## src/rtl/ss_supervisor_pkg.sv

```systemverilog
package ss_supervisor_pkg;

  // Strobes from control to datapath
  typedef struct packed {
    logic clrRamp;    // hold ramp counter and arming at zero
    logic stepRamp;   // advance ramp counter
    logic useTarget;  // reference follows target directly
    logic protOn;     // protection checks active
  } ssStrobe_t;

  // Flags from datapath to control
  typedef struct packed {
    logic rampLast;
    logic uvTrip;
    logic ovTrip;
    logic inWindow;
  } ssFlag_t;

  typedef enum logic [2:0] {
    ST_OFF  = 3'd0,
    ST_RAMP = 3'd1,
    ST_RUN  = 3'd2,
    ST_UVF  = 3'd3,
    ST_OVF  = 3'd4
  } ssState_t;

endpackage

```

## src/rtl/ss_supervisor_datapath.sv

```systemverilog
module ss_supervisor_datapath
  import ss_supervisor_pkg::*;
#(
  parameter int REF_W       = 10,
  parameter int SS_CYCLES   = 2048,
  parameter int UV_ARM_CODE = 384,
  parameter int UV_NUM      = 3,
  parameter int UV_DEN      = 5,
  parameter int OV_NUM      = 13,
  parameter int OV_DEN      = 10,
  parameter int PG_NUM      = 12,
  parameter int PG_DEN      = 100,
  parameter int UV_PERSIST  = 2
) (
  input  logic             clk,
  input  logic             rstN,
  input  ssStrobe_t        strobe,
  input  logic [REF_W-1:0] targetCode,
  input  logic [REF_W-1:0] senseCode,
  output logic [REF_W-1:0] refCode,
  output ssFlag_t          flags
);

  localparam int SS_LOG = $clog2(SS_CYCLES);
  localparam int PROD_W = REF_W + SS_LOG;
  localparam int RAT_W  = REF_W + 8;
  localparam int UVC_W  = (UV_PERSIST > 1) ? $clog2(UV_PERSIST) : 1;

  // Ramp counter
  logic [SS_LOG-1:0] ssCnt;
  always_ff @(posedge clk or negedge rstN) begin
    if (!rstN)                ssCnt <= '0;
    else if (strobe.clrRamp)  ssCnt <= '0;
    else if (strobe.stepRamp) ssCnt <= ssCnt + 1'b1;
  end

  logic [PROD_W-1:0] rampProd;
  logic [REF_W-1:0]  rampRef;
  assign rampProd = PROD_W'(targetCode) * PROD_W'(ssCnt);
  assign rampRef  = rampProd[PROD_W-1:SS_LOG];

  always_comb begin
    if (strobe.useTarget)   refCode = targetCode;
    else if (strobe.protOn) refCode = rampRef;
    else                    refCode = '0;
  end

  assign flags.rampLast = (ssCnt == SS_LOG'(SS_CYCLES - 1));

  // Ratio comparisons by cross-multiplication
  logic [RAT_W-1:0] senseW, targetW, refW, diffW;
  logic [REF_W-1:0] diff;
  assign diff    = (senseCode >= targetCode) ? (senseCode - targetCode)
                                             : (targetCode - senseCode);
  assign senseW  = RAT_W'(senseCode);
  assign targetW = RAT_W'(targetCode);
  assign refW    = RAT_W'(refCode);
  assign diffW   = RAT_W'(diff);

  logic ovHigh, uvLow;
  assign ovHigh = (senseW * RAT_W'(OV_DEN)) > (targetW * RAT_W'(OV_NUM));
  assign uvLow  = (senseW * RAT_W'(UV_DEN)) < (refW * RAT_W'(UV_NUM));
  assign flags.inWindow = !((diffW * RAT_W'(PG_DEN)) > (targetW * RAT_W'(PG_NUM)));
  assign flags.ovTrip   = strobe.protOn && ovHigh;

  // Under-voltage arming
  logic uvArmed, atArm, uvActive;
  assign atArm = (refCode >= REF_W'(UV_ARM_CODE));
  always_ff @(posedge clk or negedge rstN) begin
    if (!rstN)                      uvArmed <= 1'b0;
    else if (strobe.clrRamp)        uvArmed <= 1'b0;
    else if (strobe.protOn && atArm) uvArmed <= 1'b1;
  end
  assign uvActive = strobe.protOn && (uvArmed || atArm);

  // Persistence filter
  generate
    if (UV_PERSIST > 1) begin : gUvFilter
      logic [UVC_W-1:0] uvCnt;
      always_ff @(posedge clk or negedge rstN) begin
        if (!rstN)                        uvCnt <= '0;
        else if (!(uvActive && uvLow))    uvCnt <= '0;
        else if (uvCnt != UVC_W'(UV_PERSIST - 1)) uvCnt <= uvCnt + 1'b1;
      end
      assign flags.uvTrip = uvActive && uvLow && (uvCnt == UVC_W'(UV_PERSIST - 1));
    end else begin : gUvDirect
      assign flags.uvTrip = uvActive && uvLow;
    end
  endgenerate

endmodule

```

## src/rtl/ss_supervisor_control.sv

```systemverilog
module ss_supervisor_control
  import ss_supervisor_pkg::*;
(
  input  logic      clk,
  input  logic      rstN,
  input  logic      vccGood,
  input  logic      drvGood,
  input  logic      inhibit,
  input  logic      vidMask,
  input  ssFlag_t   flags,
  output ssStrobe_t strobe,
  output logic      pGood,
  output logic      fault,
  output logic      allOff,
  output logic      crowbar
);

  ssState_t state, stateNext;

  always_ff @(posedge clk or negedge rstN) begin
    if (!rstN) state <= ST_OFF;
    else       state <= stateNext;
  end

  logic runOk;
  assign runOk = drvGood && !inhibit;

  always_comb begin
    stateNext = state;
    if (!vccGood) begin
      stateNext = ST_OFF;
    end else begin
      case (state)
        ST_OFF:  if (runOk) stateNext = ST_RAMP;
        ST_RAMP: begin
          if (!runOk)              stateNext = ST_OFF;
          else if (flags.ovTrip)   stateNext = ST_OVF;
          else if (flags.uvTrip)   stateNext = ST_UVF;
          else if (flags.rampLast) stateNext = ST_RUN;
        end
        ST_RUN: begin
          if (!runOk)              stateNext = ST_OFF;
          else if (flags.ovTrip)   stateNext = ST_OVF;
          else if (flags.uvTrip)   stateNext = ST_UVF;
        end
        ST_UVF:  stateNext = ST_UVF;
        ST_OVF:  stateNext = ST_OVF;
        default: stateNext = ST_OFF;
      endcase
    end
  end

  logic inRamp, inRun;
  assign inRamp = (state == ST_RAMP);
  assign inRun  = (state == ST_RUN);

  assign strobe.clrRamp   = !(inRamp || inRun);
  assign strobe.stepRamp  = inRamp;
  assign strobe.useTarget = inRun;
  assign strobe.protOn    = inRamp || inRun;

  assign pGood   = inRun && flags.inWindow && !vidMask;
  assign fault   = (state == ST_UVF) || (state == ST_OVF);
  assign allOff  = (state == ST_OFF) || (state == ST_UVF);
  assign crowbar = (state == ST_OVF);

endmodule

```

## src/rtl/ss_supervisor.sv

```systemverilog
module ss_supervisor
  import ss_supervisor_pkg::*;
#(
  parameter int REF_W       = 10,
  parameter int SS_CYCLES   = 2048,
  parameter int UV_ARM_CODE = 384,
  parameter int UV_NUM      = 3,
  parameter int UV_DEN      = 5,
  parameter int OV_NUM      = 13,
  parameter int OV_DEN      = 10,
  parameter int PG_NUM      = 12,
  parameter int PG_DEN      = 100,
  parameter int UV_PERSIST  = 2
) (
  input  logic             clk,
  input  logic             rstN,
  input  logic             vccGood,
  input  logic             drvGood,
  input  logic             inhibit,
  input  logic             vidMask,
  input  logic [REF_W-1:0] targetCode,
  input  logic [REF_W-1:0] senseCode,
  output logic [REF_W-1:0] refCode,
  output logic             pGood,
  output logic             fault,
  output logic             allOff,
  output logic             crowbar
);

  ssStrobe_t strobe;
  ssFlag_t   flags;

  ss_supervisor_control uCtrl (
    .clk     (clk),
    .rstN    (rstN),
    .vccGood (vccGood),
    .drvGood (drvGood),
    .inhibit (inhibit),
    .vidMask (vidMask),
    .flags   (flags),
    .strobe  (strobe),
    .pGood   (pGood),
    .fault   (fault),
    .allOff  (allOff),
    .crowbar (crowbar)
  );

  ss_supervisor_datapath #(
    .REF_W       (REF_W),
    .SS_CYCLES   (SS_CYCLES),
    .UV_ARM_CODE (UV_ARM_CODE),
    .UV_NUM      (UV_NUM),
    .UV_DEN      (UV_DEN),
    .OV_NUM      (OV_NUM),
    .OV_DEN      (OV_DEN),
    .PG_NUM      (PG_NUM),
    .PG_DEN      (PG_DEN),
    .UV_PERSIST  (UV_PERSIST)
  ) uPath (
    .clk        (clk),
    .rstN       (rstN),
    .strobe     (strobe),
    .targetCode (targetCode),
    .senseCode  (senseCode),
    .refCode    (refCode),
    .flags      (flags)
  );

endmodule

```

## config.mk

```make
export PLATFORM = sky130hd
export DESIGN_NAME = ss_supervisor
export DESIGN_NICKNAME = d
export VERILOG_FILES = /design/src/rtl/ss_supervisor_pkg.sv /design/src/rtl/ss_supervisor_datapath.sv /design/src/rtl/ss_supervisor_control.sv /design/src/rtl/ss_supervisor.sv
export SDC_FILE = /design/constraint.sdc
export NUM_CORES = 1
export LEC_CHECK = 0
export BUFFER_PORTS_ARGS = -buffer_cell sky130_fd_sc_hd__buf_2
export CORE_MARGIN = 1.5
export CORE_UTILIZATION = 52
export CTS_CLUSTER_DIAMETER = 80
export DETAILED_ROUTE_END_ITERATION = 8
export PLACE_DENSITY_LB_ADDON = 0.12
export RECOVER_POWER = 100
export SLEW_MARGIN = 20
export SYNTH_ARGS = -nofsm -noshare
export SYNTH_HDL_FRONTEND = slang
export SYNTH_SLANG_ARGS = --single-unit
```

## constraint.sdc

```tcl
create_clock -name clk -period 9.75 [get_ports clk]
set_input_delay 0.975 -clock clk [delete_from_list [all_inputs] [get_ports clk]]
set_output_delay 0.975 -clock clk [all_outputs]
set_load 0.02 [all_outputs]
```

; ---- Yosys cells after proc, flatten, opt, wreduce, memory -nomap -nowiden
; Cells that the tools add are included.
[word_totals]
reg_bits = 16
inputBits = 26
word_cells = 66
[op_classes]
add_sub_neg = 4
n_mul = 7
magnitude_cmp = 5
n_eq_ne = 10
muxes = 19
reduce_logical = 17
[op_table]
columns = cell, count
row1 = 18-bit > comparator, 2
row2 = 10-bit 2-to-1 mux, 3
row3 = 3-bit 2-to-1 mux, 9
row4 = 10-bit by 3-bit multiplier with 13-bit output (second input constant), 2
row5 = 10-bit by 2-bit multiplier with 12-bit output (second input constant), 2
row6 = 11-bit 2-to-1 mux, 2
row7 = 10-bit by 11-bit multiplier with 21-bit output, 1
row8 = 10-bit subtractor, 2
row9 = 18-bit < comparator, 1
row10 = 10-bit by 5-bit multiplier with 15-bit output (second input constant), 1
row11 = 3-bit case mux with 5 select lines, 1
row12 = 10-bit by 4-bit multiplier with 14-bit output (second input constant), 1
row13 = 11-bit by 1-bit adder with 11-bit output (second input constant), 1
row14 = 11-bit == test (second input constant), 1
row15 = 10-bit greater-or-equal comparator, 1
row16 = 10-bit by 9-bit greater-or-equal comparator with 1-bit output (second input constant), 1
row17 = 1-bit logical AND, 8
row18 = 3-bit by 2-bit == test with 1-bit output (second input constant), 2
row19 = 6-bit inequality test (second input constant), 1
row20 = 5-bit inequality test (second input constant), 1
row21 = 1-bit logical OR, 4
row22 = 1-bit 2-to-1 mux, 4
row23 = 2-bit inequality test (second input constant), 2
row24 = 3-bit by 1-bit == test with 1-bit output (second input constant), 1
row25 = other kinds (6), 8

; ---- Depth between registers and ports, before layout
; Gate-level depths: netlist (run 1).
[logic_depth]
depth_word = 14
ltp_mapped = 39
depth_no_buf = 37

; ---- By module
; From an unflattened synthesis (run 1), not the netlist that was laid out.
[unflattened]
hier_cells = 1069
area_unflattened_um2 = 9088.7
[modules_own_cells]
columns = mod, instances, cells_per_inst, area_per_inst_um2
row1 = ss_supervisor_datapath, 1, 1030, 8788.4
row2 = ss_supervisor_control, 1, 39, 300.3

; ---- Worst setup path before layout (run 1)
; No wires, ideal clock.
[synth_path]
path_kind = in2reg
start = input port targetCode[3]
end = register uCtrl.state[0]
setup_ns = 0.126
t_arrival_ns = 8.930
setup_slack_ns = 0.693
stages = 37
path_cell_list = clkbuf_1 > nand2_1 > fa_1 > inv_1 > fa_1 > inv_1 > fa_1 > inv_1 > fa_1 > inv_1 > fa_1 > inv_1 > ha_1 > a21o_1 > a31o_1 > and2_1 > or3_1 > xor2_1 > a22o_1 > ha_1 > fa_1 > a21o_1 > nand2_1 > a21oi_1 > or4_1 > nand2_1 > ha_1 > o21a_1 > o21ai_0 > a31oi_1 > o21ai_0 > nor4b_1 > a21oi_1 > nor3b_1 > a21o_1 > a21oi_1 > a311o_1
[synth_via]
elab_chain_len = 13
elab_cells_between_ends = 23
cone_classes = mul: 3 / order compare: 3 / eq/ne: 2 / mux: 9 / reduce/logical: 6
[synth_rtl]
columns = element, line_no
row1 = "start, declared", ss_supervisor.sv:21  ; input logic [REF_W-1:0] targetCode,
row2 = 10-bit by 11-bit multiplier with 21-bit output *, ss_supervisor_datapath.sv:39  ; assign rampProd = PROD_W'(targetCode) * PROD_W'(ssCnt);
row3 = 10-bit 2-to-1 mux *, ss_supervisor_datapath.sv:44  ; else if (strobe.protOn) refCode = rampRef;
row4 = 10-bit 2-to-1 mux *, ss_supervisor_datapath.sv:43  ; if (strobe.useTarget) refCode = targetCode;
row5 = net refCode[1], ss_supervisor.sv:23  ; output logic [REF_W-1:0] refCode,
row6 = "parallel branches: the longest is 3 deep, another holds 18-bit < comparator", --
row7 = 1-bit logical AND * (2 in series), ss_supervisor_datapath.sv:85  ; assign flags.uvTrip = uvActive && uvLow && (uvCnt == UVC_W'(UV_PERSIST - 1));
row8 = 3-bit 2-to-1 mux, ss_supervisor_control.sv:38  ; else if (flags.uvTrip) stateNext = ST_UVF;
row9 = 3-bit 2-to-1 mux, ss_supervisor_control.sv:37  ; else if (flags.ovTrip) stateNext = ST_OVF;
row10 = 3-bit 2-to-1 mux, ss_supervisor_control.sv:36  ; if (!runOk) stateNext = ST_OFF;
row11 = 3-bit case mux with 5 select lines, ss_supervisor_control.sv:33  ; case (state)
row12 = 3-bit 2-to-1 mux, ss_supervisor_control.sv:30  ; if (!vccGood) begin
row13 = "end signal, assigned", ss_supervisor_control.sv:22  ; else state <= stateNext;
row14 = "end, declared", ss_supervisor_control.sv:18  ; ssState_t state, stateNext;
; Mark *: on every way through the listed nets, which the timed path passes.
; A chain may end at the register's enable or synchronous reset.

; ---- Worst setup path in the final report (run 1)
[layout_path]
start = input port targetCode[3]
end = register uCtrl.state[0]
[layout_via]
elab_chain_len = 13
elab_cells_between_ends = 23
cone_classes = mul: 3 / order compare: 3 / eq/ne: 2 / mux: 9 / reduce/logical: 6
[layout_rtl]
columns = element
row1 = "parallel branches: the longest is 13 deep, another holds 10-bit by 11-bit multiplier with 21-bit output"
; Several ways; the timed one is not identified.

==> out/metrics.csv, run 1 <==
stage,metric,value,unit
worst_setup_path,max incr delay on CP,0.54,ns
layout,nets,1423,
timing,worst setup margin,0.502,ns
layout,"non-filler cells, final",1326,
synth,yosys warns,0,
worst_setup_path,CP max stage cell,fa_1,
grt,first-pass GRT wire length,37400,um
worst_setup_path,R2R depth,34,
route,Starting DRT DRC Count,353,
die,Die W,135,um
die,floorplan row count,47,
synth,"Net Count, Synth",1394,
synth,post-synthesis cell type count,67,
worst_setup_path,FF-to-FF setup slack,0.87,ns
cts,CTS Sinks,16,
timing,TNS Setup,0,ns
cts,CTS Hold Buffers Added,0,
power_and_ir_drop,leakage,5.28,nW
timing,RSZ-0062 raised after global routing,false,
run,maxcap violations,0,
die,Die ar.,0.0181,mm^2
worst_setup_path,Crit Path Category,in2reg,
cts,worst skew pair latency,0.26,ns
die,core area,0.0168,mm^2
layout,fillers,1597,
grt,initial antenna violation count,0,
power_and_ir_drop,VDD IR max,0.151,mV
synth,sequential fraction of the synthesis area,4.44,%
placed_design,RD Place Congestion,0.890,
placed_design,placed cell count,1322,
outcome,status,"complete, no violations",
route,DR WL/cell,16.6,um
route,vias per std cell,5.57,
min_path,Hold Crit Start,uPath.uvArmed$_DFFE_PN0P_,
placed_design,Final HPWL DP,18500,um
cts,CTS tree,built,
grt,largest net degree at the start of global routing,27,
worst_setup_path,critical path launch point type,input pin,
synth,synthesized area,0.00902,mm^2
synth,Post-Syn Instances,1078,
die,Initial Util,53.8,%
placed_design,dpl ws,0.300,ns
cts,Num CTS Buffers,3,
die,die extent in y,135,um
grt,total grt overflow,0,
layout,Area Growth Syn to Fin,5.99,%
timing,Final min period,9.25,ns
worst_setup_path,crit-path max FO,11,
route,router iterations before antenna repair,5,
layout,Ant. Diodes,0,
placed_design,input/output buffers,39,
cts,setup bufs post-CTS,0,
synth,syn avg cell area,8.37,um^2
min_path,WHS Endpoint,uPath.uvArmed$_DFFE_PN0P_,
power_and_ir_drop,PD cells,119,mW/mm^2
route,Final ANT Viol Nets,0,
timing,Worst-Margin Slew,1.06,ns
worst_setup_path,worst r2r src,uPath.ssCnt[0]$_DFFE_PN0P_,
worst_setup_path,CP required,9.90,ns
cts,H-tree levels,1,
synth,"Top FF cell, synth",dfrtp_1,
synth,ys async rst share,100,%
cts,Resize count post-CTS,0,
timing,final hold violation count,0,
die,# IOs,40,
timing,Slew HR,28.5,%
timing,fin. max-slew vios,0,
timing,Final setup violation count,0,
grt,total track usage,25.9,%
cts,Max Root-Sink Buffers,2,
min_path,Hold Path Depth,2,
worst_setup_path,Worst Path Arrival,9.40,ns
worst_setup_path,CP endpoint kind,flop,
worst_setup_path,crit-path most repeated cell,fa_1,
route,Vias,7382,
min_path,worst hold path type,reg2reg,
synth,number of synthesized flops with an enable pin,0,
route,post-route DRC violation count,0,
timing,final worst-path cycle share,94.9,%
layout,post-route cell area,0.00956,mm^2
route,total routed wirelength,22100,um
cts,Root Buffer,clkbuf_16,
synth,"flops & latches, synth",16,
worst_setup_path,Crit Reg-Reg Endpoint,uCtrl.state[0]$_DFFE_PN0P_,
layout,ratio of cells with drive above 1 in the final layout,7.50,%
timing,Highest Clock Rate,108,MHz
grt,vias in the first global route,7471,
timing,Setup Skew,0.00861,ns
cts,Clock Pin Slew Worst Setup and Hold Paths,0.06,ns
placed_design,Placement Cell Area,0.00951,mm^2
cell usage after synthesis, types with 5 or more instances:
library cell  instances  area share, %
a211oi_1              7           0.58
a21o_1               25            2.1
a21oi_1              57            3.2
a22o_1                7           0.68
a31o_2                8           0.78
a31oi_1               8           0.55
and2_1               59            4.1
and3_1               10           0.69
clkbuf_1             29            1.2
dfrtp_1              16            4.4
fa_1                 93             21
ha_1                197             27
inv_1               174            7.2
mux2i_1               9            1.0
nand2_1              90            3.7
nand2b_1              7           0.49
nand3_1              20            1.1
nand4_1              12           0.83
nor2_1               33            1.4
nor2b_1               9           0.62
nor3_1                8           0.44
o21a_1               11           0.92
o21ai_0              49            2.7
o21ai_1               6           0.33
o21bai_1              8           0.67
or2_2                 5           0.35
xnor2_1              34            3.3
xor2_1               20            1.9
where the power goes:
group	internal [mW]	leakage, nW	switching [mW]	total, mW
logic	0.436	5.02	0.534	0.970
registers	0.0672	0.223	0.00248	0.0697
clock network	0.0627	0.0442	0.0320	0.0946
total	0.566	5.28	0.568	1.13
registers in the layout, summed over array words and instances (netlist names):
name / cells
uPath.uvArmed: 1
uPath.gUvFilter.uvCnt: 1
uPath.ssCnt: 11
uCtrl.state: 3
routing by layer:
metal	routed length [um]	track usage (%)	up-vias
li1	-	-	3674
met1	10700	36.1	3538
met2	9930	42.7	139
met3	919	3.49	31
met4	508	6.03	0
met5	0	0	-
placed cells by master (no fill, tap or decap), types with 25 or more instances in the layout:
| master | n |
|---|---|
| nand2_1 | 90 |
| and2_1 | 58 |
| o21ai_0 | 49 |
| inv_1 | 174 |
| xnor2_1 | 34 |
| ha_1 | 197 |
| nor2_1 | 34 |
| fa_1 | 93 |
| a21o_1 | 25 |
| a21oi_1 | 57 |
| buf_2 | 30 |
logic make-up (layout without fill, tap and decap cells):
kind of cell             count (synthesis)  count (layout)  synth area share [%]
AO/OA/AOI/OAI                          217             217                  15.8
XOR/XNOR                                54              54                  5.24
adder cells (fa/ha/maj)                290             290                  48.0
buffers and inverters                  209             237                  8.75
flip-flops                              16              16                  4.44
multiplexers                            13              13                  1.54
AND/OR/NAND/NOR                        279             279                  16.3
how the worst max path moves through the flow:
stage	slack [ns]	endpoint	cells past startpoint	from
6_report	0.50	uCtrl.state[0]$_DFFE_PN0P_	37	targetCode[3]
5_1_grt	0.04	uCtrl.state[0]$_DFFE_PN0P_	37	targetCode[3]
4_1_cts	0.57	uCtrl.state[0]$_DFFE_PN0P_	37	targetCode[3]
3_5_place_dp	0.30	uCtrl.state[0]$_DFFE_PN0P_	37	targetCode[3]
3_3_place_gp	0.46	uCtrl.state[0]$_DFFE_PN0P_	37	targetCode[3]
2_1_floorplan	0.69	uCtrl.state[0]$_DFFE_PN0P_	37	targetCode[3]
worst max-delay path: cells and delay by family:
| family | cells | cell delay, ns |
|---|---|---|
| adder cells (fa/ha/maj) | 9 | 3.74 |
| AO/OA/AOI/OAI | 13 | 2.21 |
| AND/OR/NAND/NOR | 8 | 1.81 |
| buffers and inverters | 6 | 0.48 |
| XOR/XNOR | 1 | 0.16 |
metrics by stage:
step                      total power [mW]  hold WS [ns]  utilization (%)
after floorplan                      0.830         0.471                -
after detailed placement              1.04         0.537             56.7
final                                 1.13         0.544             57.0
after global placement                1.03         0.524             56.7
after CTS                             1.15         0.550             57.3
after global routing                  1.30         0.552             57.0
cell type report:
class,instances,area [um^2],area share [%]
timing repair buffer,57,315,3.30
inverter,176,661,6.91
multi-input combinational,853,7820,81.8
clock buffer,4,88.8,0.929
tap,220,275,2.88
sequential,16,400,4.19
(Power assumes the default switching activity.)
==> run 2, diff against run 1 <==
--- a/config.mk
+++ b/config.mk
@@ -10,2 +10,3 @@
 export CORE_UTILIZATION = 52
+export CTS_BUF_LIST = sky130_fd_sc_hd__clkbuf_2 sky130_fd_sc_hd__clkbuf_4 sky130_fd_sc_hd__clkbuf_8
 export CTS_CLUSTER_DIAMETER = 80
==> constraint.sdc (replaced) <==
create_clock -name clk -period 11.9 [get_ports clk]
set_input_delay 0.595 -clock clk [delete_from_list [all_inputs] [get_ports clk]]
set_output_delay 0.595 -clock clk [all_outputs]
set_load 0.02 [all_outputs]
==> out/metrics.csv, run 2 (synthesis gave the netlist of run 1 again) <==
stage,metric,value,unit,change
timing,Final min period,9.14,ns,
route,Starting DRT DRC Count,340,,was 353
placed_design,RD Place Congestion,0.885,,was 0.890
min_path,worst hold path type,in2async,,was reg2reg
die,Die ar.,0.0181,mm^2,unchanged
cts,Root Buffer,clkbuf_8,,was clkbuf_16
placed_design,dpl ws,2.66,ns,was 0.300 ns
route,DR WL/cell,16.1,um,was 16.6 um
timing,RSZ-0062 raised after global routing,false,,unchanged
layout,Area Growth Syn to Fin,4.13,%,was 5.99%
grt,largest net degree at the start of global routing,27,,unchanged
power_and_ir_drop,Power Total,0.903,mW,was 1.13 mW
power_and_ir_drop,leakage,5.18,nW,was 5.28 nW
worst_setup_path,worst r2r src,uPath.ssCnt[5]$_DFFE_PN0P_,,was uPath.ssCnt[0]$_DFFE_PN0P_
die,Die W,135,um,unchanged
route,vias per std cell,5.56,,was 5.57
layout,post-route cell area,0.00939,mm^2,was 0.00956 mm^2
route,Vias,7284,,was 7382
grt,total track usage,24.6,%,was 25.9%
layout,ratio of cells with drive above 1 in the final layout,5.78,%,was 7.50%
timing,TNS Setup,0,ns,unchanged
placed_design,input/output buffers,39,,unchanged
layout,largest registers,"uPath.ssCnt x11, uCtrl.state x3",,unchanged
route,post-route DRC violation count,0,,unchanged
timing,worst setup margin,2.76,ns,was 0.502 ns
die,# IOs,40,,unchanged
cts,Clock Pin Slew Worst Setup and Hold Paths,0.07,ns,was 0.06 ns
worst_setup_path,crit-path max FO,14,,was 11
cts,Max Root-Sink Buffers,2,,unchanged
die,floorplan row count,47,,unchanged
die,die extent in y,135,um,unchanged
route,Final ANT Viol Nets,0,,unchanged
cts,Num CTS Buffers,3,,unchanged
run,maxcap violations,0,,unchanged
placed_design,Placement Cell Area,0.00939,mm^2,was 0.00951 mm^2
grt,vias in the first global route,7206,,was 7471
route,total routed wirelength,21100,um,was 22100 um
cts,H-tree levels,1,,unchanged
power_and_ir_drop,VDD IR max,0.167,mV,was 0.151 mV
layout,max reg flops,11,,unchanged
cts,Resize count post-CTS,0,,unchanged
worst_setup_path,critical path launch point type,flop,,was input pin
worst_setup_path,CP required,12.05,ns,was 9.90 ns
die,core area,0.0168,mm^2,unchanged
worst_setup_path,crit path from,uPath.ssCnt[5]$_DFFE_PN0P_,,was targetCode[3]
outcome,status,"complete, no violations",,unchanged
layout,"commonest non-fill, non-tap cell in the layout",ha_1,,unchanged
layout,nets,1407,,was 1423
timing,Highest Clock Rate,109,MHz,
timing,Final setup violation count,0,,unchanged
timing,final hold slack,0.447,ns,was 0.544 ns
cts,CTS tree,built,,unchanged
layout,Ant. Diodes,0,,unchanged
layout,Biggest register,uPath.ssCnt,,unchanged
timing,Slew HR,24.4,%,was 28.5%
grt,first-pass GRT wire length,35600,um,was 37400 um
layout,most frequent cells in the layout,"ha_1 (197), inv_1 (174), fa_1 (93)",,unchanged
timing,final worst-path cycle share,76.8,%,
timing,fin. max-slew vios,0,,unchanged
die,Initial Util,53.8,%,unchanged
timing,Setup Skew,0.00873,ns,was 0.00861 ns
worst_setup_path,Crit Path Category,reg2reg,,was in2reg
worst_setup_path,Worst Path Arrival,9.29,ns,was 9.40 ns
timing,Worst-Margin Slew,1.13,ns,was 1.06 ns
worst_setup_path,crit-path most repeated cell,fa_1,,unchanged
grt,initial antenna violation count,0,,unchanged
cts,worst skew pair latency,0.26,ns,about the same
cts,CTS Sinks,16,,unchanged
worst_setup_path,CP max stage cell,dfrtp_1,,was fa_1
timing,final hold violation count,0,,unchanged
cts,setup bufs post-CTS,0,,unchanged
grt,total grt overflow,0,,unchanged
route,router iterations before antenna repair,5,,unchanged
power_and_ir_drop,PD cells,96.1,mW/mm^2,was 119 mW/mm^2
placed_design,Final HPWL DP,17400,um,was 18500 um
cts,CTS Hold Buffers Added,0,,unchanged
worst_setup_path,max incr delay on CP,0.71,ns,was 0.54 ns
worst_setup_path,CP endpoint kind,flop,,unchanged
[run 2: report_power, final]
group          total [mW]  switching, mW  internal [mW]  leakage [nW]
sequential         0.0569        0.00191         0.0550         0.223
clock              0.0505         0.0210         0.0295        0.0288
combinational       0.795          0.441          0.354          4.93
[run 2: area by class of cell]
type | instances | area, um^2
inverters | 176 | 661
repair buffers | 41 | 194
multi-input cells | 853 | 7810
fillers | 1625 | 7370
well taps | 220 | 275
flip-flops and latches | 16 | 400
clock buffers | 4 | 55.1
[run 2: critical path, delay by kind of cell (launching register included)]
| family | cells | cell delay, ns |
|---|---|---|
| AO/OA/AOI/OAI | 14 | 2.65 |
| XOR/XNOR | 1 | 0.16 |
| adder cells (fa/ha/maj) | 9 | 3.85 |
| buffers and inverters | 5 | 0.25 |
| flip-flops | 1 | 0.71 |
| AND/OR/NAND/NOR | 7 | 1.42 |
[run 2: metal layers]
metal,global-route usage [%],part of all wire [%]
met5,0,0
met4,1.25,0.52
met3,2.25,3.9
met2,41.1,45
met1,36.3,50
[run 2: path summary, 6_finish.rpt]
path                                              endpoint  slack (ns)  depth (start not counted)
worst max-delay path            uCtrl.state[0]$_DFFE_PN0P_        2.76                         36
min in group clk                uCtrl.state[0]$_DFFE_PN0P_        0.57                          1
max in group asynchronous       uPath.ssCnt[5]$_DFFE_PN0P_       10.88                          1
worst max register to register  uCtrl.state[0]$_DFFE_PN0P_        2.76                         36
worst min-delay path            uPath.ssCnt[7]$_DFFE_PN0P_        0.45                          1
worst min register to register  uCtrl.state[0]$_DFFE_PN0P_        0.57                          1
[run 2: metrics by stage]
stage	instances	util (%)
after floorplan	1078	-
after global placement	1306	56.0
after detailed placement	1306	56.0
after CTS	1310	56.3
after global routing	1310	56.0
final	1310	56.0
==> run 3, diff against run 2 <==
Clock period 11.9 ns to 9.3 ns, I/O delays scaled along.
==> out/metrics.csv, run 3 (synthesis gave the netlist of run 1 again) <==
stage,metric,value,unit,change
outcome,status,"complete, no violations",,unchanged
route,vias per std cell,5.52,,was 5.56
die,Die ar.,0.0181,mm^2,unchanged
cts,setup bufs post-CTS,0,,unchanged
worst_setup_path,Worst Path Arrival,8.96,ns,was 9.29 ns
timing,worst setup margin,0.503,ns,was 2.76 ns
worst_setup_path,crit-path max FO,14,,unchanged
timing,Highest Clock Rate,114,MHz,was 109 MHz
layout,most frequent cells in the layout,"ha_1 (197), inv_1 (174), fa_1 (93)",,unchanged
cts,H-tree levels,1,,unchanged
power_and_ir_drop,PD cells,123,mW/mm^2,was 96.1 mW/mm^2
layout,post-route cell area,0.00954,mm^2,was 0.00939 mm^2
cts,Resize count post-CTS,0,,unchanged
die,die extent in y,135,um,unchanged
layout,ratio of cells with drive above 1 in the final layout,7.67,%,was 5.78%
power_and_ir_drop,leakage,5.28,nW,was 5.18 nW
power_and_ir_drop,VDD IR max,0.168,mV,was 0.167 mV
run,maxcap violations,0,,unchanged
route,router iterations before antenna repair,4,,was 5
placed_design,input/output buffers,39,,unchanged
grt,largest net degree at the start of global routing,27,,unchanged
cts,CTS Sinks,16,,unchanged
grt,initial antenna violation count,0,,unchanged
grt,total grt overflow,0,,unchanged
timing,RSZ-0062 raised after global routing,false,,unchanged
grt,first-pass GRT wire length,37100,um,was 35600 um
cts,worst skew pair latency,0.28,ns,was 0.26 ns
worst_setup_path,CP max stage cell,dfrtp_1,,unchanged
grt,vias in the first global route,7449,,was 7206
route,total routed wirelength,21800,um,was 21100 um
die,core area,0.0168,mm^2,unchanged
worst_setup_path,critical path launch point type,flop,,unchanged
worst_setup_path,CP required,9.47,ns,was 12.05 ns
cts,CTS Hold Buffers Added,0,,unchanged
placed_design,RD Place Congestion,0.922,,was 0.885
die,Die W,135,um,unchanged
route,Final ANT Viol Nets,0,,unchanged
layout,max reg flops,11,,unchanged
placed_design,dpl ws,0.339,ns,was 2.66 ns
route,post-route DRC violation count,0,,unchanged
placed_design,Placement Cell Area,0.00952,mm^2,was 0.00939 mm^2
timing,Final min period,8.80,ns,was 9.14 ns
timing,final worst-path cycle share,94.6,%,was 76.8%
die,Initial Util,53.8,%,unchanged
layout,Area Growth Syn to Fin,5.77,%,was 4.13%
worst_setup_path,Crit Path Category,reg2reg,,unchanged
timing,fin. max-slew vios,0,,unchanged
route,Starting DRT DRC Count,333,,was 340
cts,Root Buffer,clkbuf_8,,unchanged
placed_design,Final HPWL DP,18400,um,was 17400 um
layout,fin util,56.9,%,was 56.0%
layout,"commonest non-fill, non-tap cell in the layout",ha_1,,unchanged
cts,Clock Pin Slew Worst Setup and Hold Paths,0.08,ns,was 0.07 ns
min_path,worst hold path type,in2async,,unchanged
placed_design,placed cell count,1324,,was 1306
timing,Slew HR,21.8,%,was 24.4%
cts,CTS tree,built,,unchanged
cts,Max Root-Sink Buffers,2,,unchanged
grt,total track usage,25.7,%,was 24.6%
layout,"non-filler cells, final",1328,,was 1310
layout,Ant. Diodes,0,,unchanged
timing,final hold slack,0.334,ns,was 0.447 ns
timing,Worst-Margin Slew,1.17,ns,was 1.13 ns
power_and_ir_drop,Power Total,1.17,mW,was 0.903 mW
layout,Biggest register,uPath.ssCnt,,unchanged
worst_setup_path,crit-path most repeated cell,fa_1,,unchanged
route,DR WL/cell,16.4,um,was 16.1 um
die,floorplan row count,47,,unchanged
layout,nets,1425,,was 1407
worst_setup_path,CP endpoint kind,flop,,unchanged
layout,largest registers,"uPath.ssCnt x11, uCtrl.state x3",,unchanged
die,# IOs,40,,unchanged
timing,TNS Setup,0,ns,unchanged
route,Vias,7336,,was 7284
timing,Setup Skew,0.00867,ns,was 0.00873 ns
timing,Final setup violation count,0,,unchanged
cts,Num CTS Buffers,3,,unchanged
timing,final hold violation count,0,,unchanged
worst_setup_path,max incr delay on CP,0.63,ns,was 0.71 ns
[run 3: final timing paths]
kind                                                      start  slack (ns)                         end  depth (start not counted)
worst max-delay path                 uPath.ssCnt[2]$_DFFE_PN0P_        0.50  uCtrl.state[0]$_DFFE_PN0P_                         33
worst min-delay path                                       rstN        0.33  uPath.ssCnt[7]$_DFFE_PN0P_                          1
worst max register to register       uPath.ssCnt[2]$_DFFE_PN0P_        0.50  uCtrl.state[0]$_DFFE_PN0P_                         33
worst min register to register  uPath.gUvFilter.uvCnt$_DFF_PN0_        0.56  uCtrl.state[0]$_DFFE_PN0P_                          1
max in group asynchronous                                  rstN        8.35  uPath.ssCnt[9]$_DFFE_PN0P_                          1
min in group clk                                        vccGood        0.43  uCtrl.state[2]$_DFFE_PN0P_                          2
[run 3: where the power goes]
group / leakage (nW) / switching [mW] / internal, mW
logic: 5.03 / 0.571 / 0.458
registers: 0.223 / 0.00220 / 0.0703
clock network: 0.0288 / 0.0325 / 0.0379
total: 5.28 / 0.606 / 0.566
[run 3: area by class of cell]
cell class              count  area [um^2]
flip-flops and latches     16          400
multi-input cells         853         7820
clock buffers               4         55.1
inverters                 176          661
well taps                 220          275
fillers                  1653         7220
repair buffers             59          328
[run 3: routing by layer]
layer  routed length [um]  global-route usage [%]  share of wire (%)  vias to the layer above
met5                    0                       0                  0                        -
met4                  433                    5.20                2.0                        0
met3                  996                    3.94                4.6                       26
met2                 9730                    42.5                 45                      129
met1                10600                    35.7                 49                     3504
li1                     -                       -                  -                     3677
[run 3: critical path, delay by kind of cell, from the launching register on]
kind,cells,cell delay [ns]
flops,1,0.63
compound gates,14,2.37
simple gates,8,1.89
buf+inv,2,0.10
fa+ha+maj,8,3.63
xor+xnor,1,0.08
